==> src/rtl/nand_colptr_pkg.sv <==
package nand_colptr_pkg;

    typedef enum logic [1:0] {
        AREA_MAIN_LO = 2'd0,
        AREA_MAIN_HI = 2'd1,
        AREA_SPARE   = 2'd2
    } area_e;

    typedef enum logic [2:0] {
        PH_IDLE    = 3'd0,
        PH_ADDR_RD = 3'd1,
        PH_ADDR_WR = 3'd2,
        PH_LOAD    = 3'd3,
        PH_STREAM  = 3'd4,
        PH_FILL    = 3'd5
    } phase_e;

    typedef struct packed {
        logic half_lo;
        logic half_hi;
        logic spare;
        logic prog;
        logic prog_go;
        logic reset;
    } cmd_t;

    // First column of an operation, from the area and the column byte.
    function automatic logic [15:0] start_col(area_e a, logic [7:0] b,
                                              int unsigned half,
                                              int unsigned spare_mask);
        logic [15:0] bw;
        bw = {8'h00, b};
        case (a)
            AREA_MAIN_LO: return bw & 16'(half - 1);
            AREA_MAIN_HI: return 16'(half) + (bw & 16'(half - 1));
            AREA_SPARE:   return 16'(2 * half) + (bw & 16'(spare_mask));
            default:      return 16'h0000;
        endcase
    endfunction

endpackage

==> src/rtl/nand_colptr_mode.sv <==
module nand_colptr_mode
    import nand_colptr_pkg::*;
(
    input  logic  clk,
    input  logic  rst,
    input  logic  set_lo,
    input  logic  set_hi,
    input  logic  set_spare,
    input  logic  soft_rst,
    input  logic  consume,
    output area_e area_eff,
    output logic  spare_sticky
);
    logic spare_q;
    logic oneshot_q;

    always_ff @(posedge clk) begin
        if (rst || soft_rst) begin
            spare_q   <= 1'b0;
            oneshot_q <= 1'b0;
        end else if (set_lo) begin
            spare_q   <= 1'b0;
            oneshot_q <= 1'b0;
        end else if (set_hi) begin
            spare_q   <= 1'b0;
            oneshot_q <= 1'b1;
        end else if (set_spare) begin
            spare_q   <= 1'b1;
            oneshot_q <= 1'b0;
        end else if (consume) begin
            oneshot_q <= 1'b0;
        end
    end

    always_comb begin
        if (oneshot_q)    area_eff = AREA_MAIN_HI;
        else if (spare_q) area_eff = AREA_SPARE;
        else              area_eff = AREA_MAIN_LO;
    end

    assign spare_sticky = spare_q;
endmodule

==> src/rtl/nand_colptr_addr.sv <==
module nand_colptr_addr #(
    parameter int ROW_W    = 17,
    parameter int ADDR_CYC = 4
) (
    input  logic             clk,
    input  logic             rst,
    input  logic             restart,
    input  logic             active,
    input  logic             addr_we,
    input  logic [7:0]       addr_byte,
    output logic             col_stb,
    output logic             row_stb,
    output logic [ROW_W-1:0] row_val
);
    localparam int CNT_W = $clog2(ADDR_CYC + 1);

    logic [CNT_W-1:0] cnt_q;
    logic [ROW_W-1:0] acc_q;
    logic [ROW_W-1:0] acc_nx;
    logic             take;

    assign take    = active && addr_we && (int'(cnt_q) < ADDR_CYC);
    assign col_stb = take && (cnt_q == '0);
    assign row_stb = take && (int'(cnt_q) == ADDR_CYC - 1);

    // Row bytes arrive least significant first; bits beyond ROW_W drop.
    always_comb begin
        acc_nx = acc_q;
        if (take && (cnt_q != '0)) begin
            for (int i = 0; i < 8; i++) begin
                if ((int'(cnt_q) - 1) * 8 + i < ROW_W)
                    acc_nx[(int'(cnt_q) - 1) * 8 + i] = addr_byte[i];
            end
        end
    end

    assign row_val = acc_nx;

    always_ff @(posedge clk) begin
        if (rst || restart) begin
            cnt_q <= '0;
            acc_q <= '0;
        end else if (take) begin
            cnt_q <= cnt_q + 1'b1;
            acc_q <= acc_nx;
        end
    end
endmodule

==> src/rtl/nand_colptr_seq.sv <==
module nand_colptr_seq
    import nand_colptr_pkg::*;
#(
    parameter int HALF_BYTES  = 256,
    parameter int SPARE_BYTES = 16,
    parameter int COL_W       = 10,
    parameter int PIB_W       = 5,
    parameter int BLK_W       = 12
) (
    input  logic                   clk,
    input  logic                   rst,
    input  cmd_t                   cmd,
    input  area_e                  area_eff,
    input  logic                   spare_sticky,
    input  logic                   col_stb,
    input  logic                   row_stb,
    input  logic [PIB_W+BLK_W-1:0] row_val,
    input  logic [7:0]             addr_byte,
    input  logic                   rd_stb,
    input  logic                   wr_stb,
    input  logic                   load_done,
    output phase_e                 phase,
    output logic [COL_W-1:0]       column,
    output logic [PIB_W+BLK_W-1:0] page_addr,
    output logic                   load_req,
    output logic                   busy,
    output logic                   end_of_page,
    output logic                   end_of_dev
);
    localparam int ROW_W      = PIB_W + BLK_W;
    localparam int PAGE_BYTES = 2 * HALF_BYTES + SPARE_BYTES;
    localparam int LAST_COL   = PAGE_BYTES - 1;
    localparam int SPARE_BASE = 2 * HALF_BYTES;

    phase_e           ph_q;
    logic [COL_W-1:0] col_q;
    logic [ROW_W-1:0] page_q;
    logic             req_q, eop_q, eod_q;

    logic [COL_W-1:0] col_start;
    logic [COL_W-1:0] col_restart;
    logic [PIB_W-1:0] pib_inc;
    logic [BLK_W-1:0] blk_inc;
    logic             pib_carry;
    logic             last_page;
    logic             at_last_col;

    assign col_start   = COL_W'(start_col(area_eff, addr_byte,
                                          HALF_BYTES, SPARE_BYTES - 1));
    assign col_restart = spare_sticky ? COL_W'(SPARE_BASE) : '0;
    assign at_last_col = (col_q == COL_W'(LAST_COL));

    // Page step: page-in-block field wraps and carries into the block field.
    assign pib_carry = &page_q[PIB_W-1:0];
    assign pib_inc   = page_q[PIB_W-1:0] + 1'b1;
    assign blk_inc   = page_q[ROW_W-1:PIB_W] + BLK_W'(pib_carry);
    assign last_page = &page_q;

    always_ff @(posedge clk) begin
        if (rst || cmd.reset) begin
            ph_q   <= PH_IDLE;
            col_q  <= '0;
            page_q <= '0;
            req_q  <= 1'b0;
            eop_q  <= 1'b0;
            eod_q  <= 1'b0;
        end else begin
            req_q <= 1'b0;
            eop_q <= 1'b0;
            if (cmd.half_lo || cmd.half_hi || cmd.spare) begin
                ph_q <= PH_ADDR_RD;
            end else if (cmd.prog) begin
                ph_q <= PH_ADDR_WR;
            end else if (cmd.prog_go) begin
                if (ph_q == PH_ADDR_WR || ph_q == PH_FILL) ph_q <= PH_IDLE;
            end else begin
                case (ph_q)
                    PH_ADDR_RD, PH_ADDR_WR: begin
                        if (col_stb) col_q <= col_start;
                        if (row_stb) begin
                            page_q <= row_val;
                            eod_q  <= 1'b0;
                            if (ph_q == PH_ADDR_RD) begin
                                ph_q  <= PH_LOAD;
                                req_q <= 1'b1;
                            end else begin
                                ph_q <= PH_FILL;
                            end
                        end
                    end
                    PH_LOAD: begin
                        if (load_done) ph_q <= PH_STREAM;
                    end
                    PH_STREAM: begin
                        if (rd_stb) begin
                            if (at_last_col) begin
                                eop_q <= 1'b1;
                                if (last_page) begin
                                    eod_q <= 1'b1;
                                    ph_q  <= PH_IDLE;
                                end else begin
                                    page_q <= {blk_inc, pib_inc};
                                    col_q  <= col_restart;
                                    req_q  <= 1'b1;
                                    ph_q   <= PH_LOAD;
                                end
                            end else begin
                                col_q <= col_q + 1'b1;
                            end
                        end
                    end
                    PH_FILL: begin
                        if (wr_stb) begin
                            if (at_last_col) eop_q <= 1'b1;
                            else             col_q <= col_q + 1'b1;
                        end
                    end
                    default: ph_q <= PH_IDLE;
                endcase
            end
        end
    end

    assign phase       = ph_q;
    assign column      = col_q;
    assign page_addr   = page_q;
    assign load_req    = req_q;
    assign busy        = (ph_q == PH_LOAD);
    assign end_of_page = eop_q;
    assign end_of_dev  = eod_q;
endmodule

==> src/rtl/nand_colptr.sv <==
module nand_colptr
    import nand_colptr_pkg::*;
#(
    parameter int HALF_BYTES      = 256,
    parameter int SPARE_BYTES     = 16,
    parameter int PAGES_PER_BLOCK = 32,
    parameter int BLOCKS          = 4096,
    localparam int PAGE_BYTES     = 2 * HALF_BYTES + SPARE_BYTES,
    localparam int COL_W          = $clog2(PAGE_BYTES),
    localparam int PIB_W          = $clog2(PAGES_PER_BLOCK),
    localparam int BLK_W          = $clog2(BLOCKS),
    localparam int ROW_W          = PIB_W + BLK_W
) (
    input  logic             clk,
    input  logic             rst,
    input  logic             cmd_half_lo,
    input  logic             cmd_half_hi,
    input  logic             cmd_spare,
    input  logic             cmd_prog,
    input  logic             cmd_prog_go,
    input  logic             cmd_reset,
    input  logic             addr_we,
    input  logic [7:0]       addr_byte,
    input  logic             rd_stb,
    input  logic             wr_stb,
    input  logic             load_done,
    output logic [COL_W-1:0] column,
    output logic [ROW_W-1:0] page_addr,
    output logic             load_req,
    output logic             busy,
    output logic             end_of_page,
    output logic             end_of_dev
);
    localparam int ADDR_CYC = 1 + (ROW_W + 7) / 8;

    cmd_t   cmd;
    area_e  area_eff;
    phase_e phase;
    logic   spare_sticky;
    logic   col_stb, row_stb;
    logic   addr_active;
    logic   addr_restart;
    logic [ROW_W-1:0] row_val;

    assign cmd = '{half_lo: cmd_half_lo, half_hi: cmd_half_hi,
                   spare:   cmd_spare,   prog:    cmd_prog,
                   prog_go: cmd_prog_go, reset:   cmd_reset};

    assign addr_restart = cmd_half_lo | cmd_half_hi | cmd_spare |
                          cmd_prog | cmd_reset;
    assign addr_active  = (phase == PH_ADDR_RD) || (phase == PH_ADDR_WR);

    nand_colptr_mode u_mode (
        .clk          (clk),
        .rst          (rst),
        .set_lo       (cmd_half_lo),
        .set_hi       (cmd_half_hi),
        .set_spare    (cmd_spare),
        .soft_rst     (cmd_reset),
        .consume      (col_stb),
        .area_eff     (area_eff),
        .spare_sticky (spare_sticky)
    );

    nand_colptr_addr #(
        .ROW_W    (ROW_W),
        .ADDR_CYC (ADDR_CYC)
    ) u_addr (
        .clk       (clk),
        .rst       (rst),
        .restart   (addr_restart),
        .active    (addr_active),
        .addr_we   (addr_we),
        .addr_byte (addr_byte),
        .col_stb   (col_stb),
        .row_stb   (row_stb),
        .row_val   (row_val)
    );

    nand_colptr_seq #(
        .HALF_BYTES  (HALF_BYTES),
        .SPARE_BYTES (SPARE_BYTES),
        .COL_W       (COL_W),
        .PIB_W       (PIB_W),
        .BLK_W       (BLK_W)
    ) u_seq (
        .clk          (clk),
        .rst          (rst),
        .cmd          (cmd),
        .area_eff     (area_eff),
        .spare_sticky (spare_sticky),
        .col_stb      (col_stb),
        .row_stb      (row_stb),
        .row_val      (row_val),
        .addr_byte    (addr_byte),
        .rd_stb       (rd_stb),
        .wr_stb       (wr_stb),
        .load_done    (load_done),
        .phase        (phase),
        .column       (column),
        .page_addr    (page_addr),
        .load_req     (load_req),
        .busy         (busy),
        .end_of_page  (end_of_page),
        .end_of_dev   (end_of_dev)
    );
endmodule

==> config.mk <==
export PLATFORM = sky130hd
export DESIGN_NAME = nand_colptr
export DESIGN_NICKNAME = d
export VERILOG_FILES = /design/src/rtl/nand_colptr_pkg.sv /design/src/rtl/nand_colptr_mode.sv /design/src/rtl/nand_colptr_addr.sv /design/src/rtl/nand_colptr_seq.sv /design/src/rtl/nand_colptr.sv
export SDC_FILE = /design/constraint.sdc
export NUM_CORES = 1
export LEC_CHECK = 0
export CAP_MARGIN = 5
export CORE_AREA = 2 2 92 94
export CTS_BUF_LIST = sky130_fd_sc_hd__clkbuf_8 sky130_fd_sc_hd__clkbuf_16
export DETAILED_ROUTE_END_ITERATION = 8
export DIE_AREA = 0 0 94 96
export GPL_TIMING_DRIVEN = 0
export PLACE_DENSITY = 0.67
export SLEW_MARGIN = 10
export SYNTH_ARGS = -nofsm -noshare
export SYNTH_HDL_FRONTEND = slang
export SYNTH_SLANG_ARGS = --single-unit
==> constraint.sdc <==
create_clock -name clk -period 2.4 [get_ports clk]
set_clock_uncertainty 0.15 [all_clocks]
set_input_delay 0.48 -clock clk [delete_from_list [all_inputs] [get_ports clk]]
set_output_delay 0.48 -clock clk [all_outputs]
set_load 0.005 [all_outputs]
---- Word level (Yosys, flattened, before mapping) ----
Index checks and enable logic that the tools add are counted.
word-level totals
  register bits after elaboration ......... 55
  input bits .............................. 20
  word-level logic and storage cells ...... 218
cells by class
  add/subtract/negate cells ............... 14
  magnitude comparators ................... 25
  eq/ne operators ......................... 36
  mux-type cells .......................... 85
  bitwise operators ....................... 7
  reduce and logical (&&, ||, !) cells .... 39
operators by type and width
  operator                                                             count
  two-way mux 17 bit                                                   20
  greater-or-equal comparator 32 x 1 -> 1 bit (second input constant)  8
  less-than comparator 32 x 6 -> 1 bit (second input constant)         8
  less-than comparator 32 x 7 -> 1 bit (second input constant)         8
  bitwise mux 17 bit                                                   8
  adder 32 x 4 -> 32 bit (second input constant)                       4
  two-way mux 10 bit                                                   7
  adder 32 x 3 -> 32 bit (second input constant)                       2
  one-hot mux 10 bit (3 select lines)                                  2
  demux 1 bit (select 5 bit)                                           7
  one-hot mux 17 bit (2 select lines)                                  1
  adder 32 x 2 -> 32 bit (second input constant)                       1
  two-way mux 1 bit                                                    24
  two-way mux 3 bit                                                    7
  AND reduction 6 bit                                                  3
  AND reduction 17 bit                                                 1
  AND reduction 8 bit                                                  2
  inequality test 3 bit (second input constant)                        5
  inequality test 5 x 4 -> 1 bit (second input constant)               3
  inequality test 2 bit (second input constant)                        7
  logical AND 1 bit                                                    13
  adder 12 x 1 -> 12 bit                                               1
  inequality test 4 bit (second input constant)                        3
  one-hot mux 3 bit (4 select lines)                                   1
  other kinds (33)                                                     60

---- Longest topological paths before layout ----
  depth in word-level cells ............... 31
  depth in mapped cells ................... 12

---- Modules after synthesis ----
Synthesis repeated with hierarchy kept, for this count alone.
unflattened totals
  cells, all modules ...................... 423
  area, all modules ....................... 3548.4 µm²
by module, submodules not included
  module            instances  cells each  area each (µm²)  sequential area each (µm²)
  nand_colptr_seq   1          296         2268.4           660.6
  nand_colptr_addr  1          113         1159.9           400.4
  nand_colptr_mode  1          9           95.1             40.0
  nand_colptr       1          5           25.0             0.0

---- Worst setup path before layout ----
Ideal clock, no wire load.
  kind .................................... register to register
  from .................................... register u_addr.cnt_q[0]
  to ...................................... register u_seq.page_q[2] (netlist: u_seq.page_addr[2])
  library setup time ...................... 0.133 ns
  data arrival time ....................... 2.157 ns
  setup slack ............................. -0.041 ns
  cell stages (with the launch flop) ...... 8
  buffers on the path ..................... 0
  path through ............................ dfxtp_1 > inv_1 > ha_1 > a211oi_1 > nand4_4 > mux2_2 > a21oi_2 > o22ai_1
between the ends
  word-level cells in the longest chain between the ends .. 29
  elaborated cells on any way between the ends .. 84
  those cells by class .................... add/sub (8); order compare (23); eq/ne (2); mux (39); reduce/logical (12)
RTL lines
  what                                                                                                                       line                                            source
  start, declared                                                                                                            nand_colptr_addr.sv:17                          logic [CNT_W-1:0] cnt_q;
  start signal, assigned                                                                                                     nand_colptr_addr.sv:44                          cnt_q <= cnt_q + 1'b1;
  subtractor 3 x 1 -> 4 bit                                                                                                  nand_colptr_addr.sv:31, nand_colptr_addr.sv:32
  adder 32 x 2 -> 32 bit                                                                                                     nand_colptr_addr.sv:31, nand_colptr_addr.sv:32
  greater-or-equal comparator 32 x 1 -> 1 bit (implied by the code) or less-than comparator 32 x 7 -> 1 bit (tied branches)  nand_colptr_addr.sv:32                          acc_nx[(int'(cnt_q) - 1) * 8 + i] = addr_byte[i];
  logical AND 1 bit (implied by the code)                                                                                    nand_colptr_addr.sv:32
  two-way mux 1 bit (implied by the code)                                                                                    nand_colptr_addr.sv:32
  demux 1 bit (select 5 bit)                                                                                                 --
  bitwise mux 17 bit                                                                                                         nand_colptr_addr.sv:32
  two-way mux 17 bit                                                                                                         nand_colptr_addr.sv:31                          if ((int'(cnt_q) - 1) * 8 + i < ROW_W)
  [... 13 more ...]                                                                                                          --
  bitwise mux 17 bit                                                                                                         nand_colptr_addr.sv:32
  two-way mux 17 bit                                                                                                         nand_colptr_addr.sv:31
  two-way mux 17 bit                                                                                                         nand_colptr_addr.sv:29                          if (take && (cnt_q != '0)) begin
  bitwise mux 17 bit                                                                                                         nand_colptr_addr.sv:32
  two-way mux 17 bit                                                                                                         nand_colptr_addr.sv:31
  two-way mux 17 bit                                                                                                         nand_colptr_addr.sv:29
  two-way mux 17 bit                                                                                                         nand_colptr_seq.sv:80                           if (row_stb) begin
  one-hot mux 17 bit (2 select lines)                                                                                        nand_colptr_seq.sv:77                           case (ph_q)
  end signal, assigned                                                                                                       nand_colptr_seq.sv:81                           page_q <= row_val;
  end signal, assigned                                                                                                       nand_colptr_seq.sv:102                          page_q <= {blk_inc, pib_inc};
  end, declared                                                                                                              nand_colptr_seq.sv:37                           logic [ROW_W-1:0] page_q;
Parallel ways exist; a longest one is shown, timed or not. The select of a mux whose other input is x is not followed.
A chain may end at the register's enable or synchronous reset.

---- Worst setup path in the final report ----
  from .................................... register u_seq.ph_q[0] (netlist: u_seq.phase[0])
  to ...................................... output port busy
between the ends
  word-level cells in the longest chain between the ends .. 1
RTL lines
  what                          line                    source
  start, declared               nand_colptr_seq.sv:35   phase_e ph_q;
  start signal, assigned        nand_colptr_seq.sv:61   ph_q <= PH_IDLE;
  start signal, assigned        nand_colptr_seq.sv:71   ph_q <= PH_ADDR_RD;
  start signal, assigned        nand_colptr_seq.sv:73   ph_q <= PH_ADDR_WR;
  equality test 3 x 2 -> 1 bit  nand_colptr_seq.sv:128  assign busy = (ph_q == PH_LOAD);
  end, declared                 nand_colptr.sv:30       output logic busy,
No other way between the ends.

==> flow_metrics.env <==
export IMPL_synth_async_reset_ratio_pct=0
export IMPL_pwr_share_comb_pct=8.6
export IMPL_seq_area_frac_synth_pct=34.8
export IMPL_finalCriticalPeriod_ns=2.32
export IMPL_critPathArrivalTime_ns=1.69
export IMPL_clkTransAtPathRegs_ns=0.11
export IMPL_regArea_mm2=0.00112
export IMPL_grt_max_degree=16
export IMPL_multi_input_area_mm2=0.00214
export IMPL_hold_ws_ns=0.323
export IMPL_ios=51
export IMPL_synth_fp_nets=412
export IMPL_grt_pass1_vias=3075
export IMPL_max_freq_mhz=431
export IMPL_critPathLaunchType="flop"
export IMPL_clk_latency_ns=0.32
export IMPL_nets=500
export IMPL_use_met3_pct=3.68
export IMPL_end_kind="output port"
export IMPL_critPathRequiredTime_ns=1.77
export IMPL_synth_cell_types=64
export IMPL_grt_pass1_wl_um=15300
export IMPL_tns_ns=0
export IMPL_power_density_mw_per_mm2=374
export IMPL_routed_wl_um=9940
export IMPL_hpwl_um=6790
export IMPL_syn_area_mm2=0.00316
export IMPL_initial_core_util_pct=39.3
export IMPL_drtIter0Drc=198
export IMPL_crit_type="reg2out"
export IMPL_die_h_um=96
export IMPL_drive_above_1_share_pct=21.3
export IMPL_seqPwrFrac_pct=55.8
export IMPL_ys_warn_count=0
export IMPL_final_common_cell="dfxtp_1"
export IMPL_finalMaxSlewViolations=0
export IMPL_hp_class="in2reg"
export IMPL_die_x_um=94
export IMPL_leakage_nw=1.61
export IMPL_cts_buffer_depth=2
export IMPL_ant_nets=0
export IMPL_cts_sinks=55
export IMPL_dp_cells=535
export IMPL_swShare_pct=24.1
export IMPL_core_mm2=0.00805
export IMPL_cts_tree="yes"
export IMPL_fill_cells=779
export IMPL_layout_common_cells="dfxtp_1, clkdlybuf4s50_1, nor2_1"
export IMPL_tightest_slew_ns=0.622
export IMPL_p_int_mw=1.24
export IMPL_status="complete, no violations"
export IMPL_antenna_cells=0
export IMPL_vias=3290
export IMPL_root_buffer="clkbuf_8"
export IMPL_wire_per_inst_um=17.3
export IMPL_maxSlewHeadroom_pct=58.5
export IMPL_viasPerCell=5.73
export IMPL_ys_flop_type="dfxtp_1"
export IMPL_power_switching_uw=394
export IMPL_finalSetupViolCount=0
export IMPL_fp_row_count=33
export IMPL_stdcell_count=574
export IMPL_area_delta_synth_final_pct=38.0
export IMPL_gp_congestion=0.886
export IMPL_synthCells=380
export IMPL_ys_ff_latch=55
export IMPL_cap_violations=0
export IMPL_met1_usage_pct=28.6
export IMPL_antenna_found_initial=0
export IMPL_busiest_layer="met2"
export IMPL_synth_edf_count=0
export IMPL_synth_area_per_cell_um2=8.32
export IMPL_hold_viol_final=0
export IMPL_power_total_mw=1.63
export IMPL_grt_overflow=0
export IMPL_drc=0
export IMPL_timing_final_crit_share_pct=96.7
export IMPL_die_area_mm2=0.00902
export IMPL_clkPwrFrac_pct=35.5
export IMPL_drt_pass1_iterations=5
export IMPL_grtUsageTotal_pct=21.6
export IMPL_port_buffers=50
export IMPL_peakVddDrop_mv=0.214
export IMPL_critPathMaxFanout=8
export IMPL_postCtsHoldBufs=0
export IMPL_grt_use_met2_pct=36.4
export IMPL_cts_buffers=5
export IMPL_final_util_pct=54.2
export IMPL_ctsHtreeMaxLevel=2
path summary, 6_finish.rpt:
check	slack, ns	endpoint	depth (start not counted)	startpoint
worst min register to register	0.36	u_addr.acc_q[10]	2	u_addr.acc_q[10]
worst min-delay path	0.32	u_mode.spare_sticky	3	cmd_spare
worst max-delay path	0.08	busy	5	u_seq.phase[0]
worst max register to register	0.11	u_seq.page_addr[15]	13	u_seq.page_addr[0]
area by class of cell:
| class | instances | area share [%] |
|---|---|---|
| Clock inverter | 1 | 0.0860 |
| Clock buffer | 7 | 2.21 |
| Inverter | 10 | 0.860 |
| Buffer | 18 | 2.44 |
| Timing Repair Buffer | 81 | 16.8 |
| Tap cell | 105 | 3.01 |
| Sequential cell | 55 | 25.6 |
| Multi-Input combinational cell | 297 | 49.0 |
synthesized netlist by cell type (2+ instances only):
master | count | area [µm²]
o22ai_1 | 4 | 25.0
or3b_1 | 2 | 17.5
or2_1 | 3 | 18.8
mux2i_1 | 15 | 150
and2_1 | 6 | 37.5
a2111oi_0 | 2 | 17.5
o21ai_1 | 14 | 70.1
ha_1 | 12 | 150
nor4_1 | 4 | 25.0
o21a_1 | 4 | 30.0
or2_2 | 2 | 12.5
a31oi_1 | 2 | 12.5
o32ai_1 | 3 | 26.3
a32o_1 | 5 | 50.1
o311ai_1 | 2 | 17.5
a21oi_2 | 3 | 26.3
a211oi_1 | 2 | 15.0
nand4_4 | 2 | 42.5
dfxtp_1 | 55 | 1100
or3_1 | 6 | 37.5
nand3_1 | 10 | 50.1
nor2_1 | 40 | 150
and3_1 | 4 | 25.0
nor3_1 | 12 | 60.1
nand2_1 | 27 | 101
clkbuf_1 | 15 | 56.3
o2bb2ai_1 | 3 | 26.3
nor2b_1 | 10 | 62.6
a21oi_1 | 27 | 135
a211o_1 | 5 | 43.8
or4_1 | 5 | 37.5
a311oi_1 | 3 | 26.3
nand2b_1 | 3 | 18.8
o21ai_0 | 17 | 85.1
o211ai_1 | 3 | 22.5
inv_1 | 10 | 37.5
mux2_2 | 4 | 45.0
nand4_1 | 8 | 50.1
metrics by stage:
step	area, µm²	setup slack, ns
CTS	4110	0.00880
detailed placement	3800	-0.582
floorplan	3170	0.0561
finish	4360	0.0782
global route	4360	-0.00709
global placement	3800	-0.550
flip-flops by register name (all words and copies together), names as in the netlist:
register	cells
u_mode.oneshot_q	1
u_seq.page_addr	17
u_seq.phase	3
u_addr.cnt_q	3
u_seq.end_of_page	1
u_seq.end_of_dev	1
u_seq.load_req	1
u_mode.spare_sticky	1
u_seq.column	10
u_addr.acc_q	17
cell families after synthesis:
family                   after synthesis  synth area share [%]
AO/OA/AOI/OAI                        107                  22.0
XOR/XNOR                               3                  1.07
adder cells (fa/ha/maj)               12                  4.75
buffers and inverters                 28                  3.72
flip-flops                            55                  34.8
multiplexers                          19                  6.17
AND/OR/NAND/NOR                      156                  27.5
per-layer routing:
| metal | part of all wire, % | vias to the layer above |
|---|---|---|
| met1 | 44 | 1574 |
| met3 | 6.1 | 24 |
| met2 | 48 | 107 |
| met5 | 0 | - |
| met4 | 2.2 | 0 |
| li1 | - | 1585 |
critical path, cell delays in order, from the launching register on:
cell	delay [ns]
dfxtp_1	0.34
buf_6	0.14
buf_8	0.12
nor2b_4	0.16
and2_1	0.13
clkdlybuf4s50_1	0.49
power by group through the flow:
stage / sequential [mW] / clock [mW] / combinational, mW
final: 0.912 / 0.580 / 0.141
after global routing: 0.913 / 0.624 / 0.151
after CTS: 0.914 / 0.590 / 0.124
after detailed placement: 0.937 / 0 / 0.113
after global placement: 0.937 / 0 / 0.112
after floorplan: 0.936 / 0 / 0.0537
what timing repair did:
item,CTS,global route
setup endpoints to repair,29,30
cloned,0,0
setup buffers,15,16
pin swaps,4,7
gates resized for setup,28,45
No activity file was read; power rests on OpenSTA's default activity.
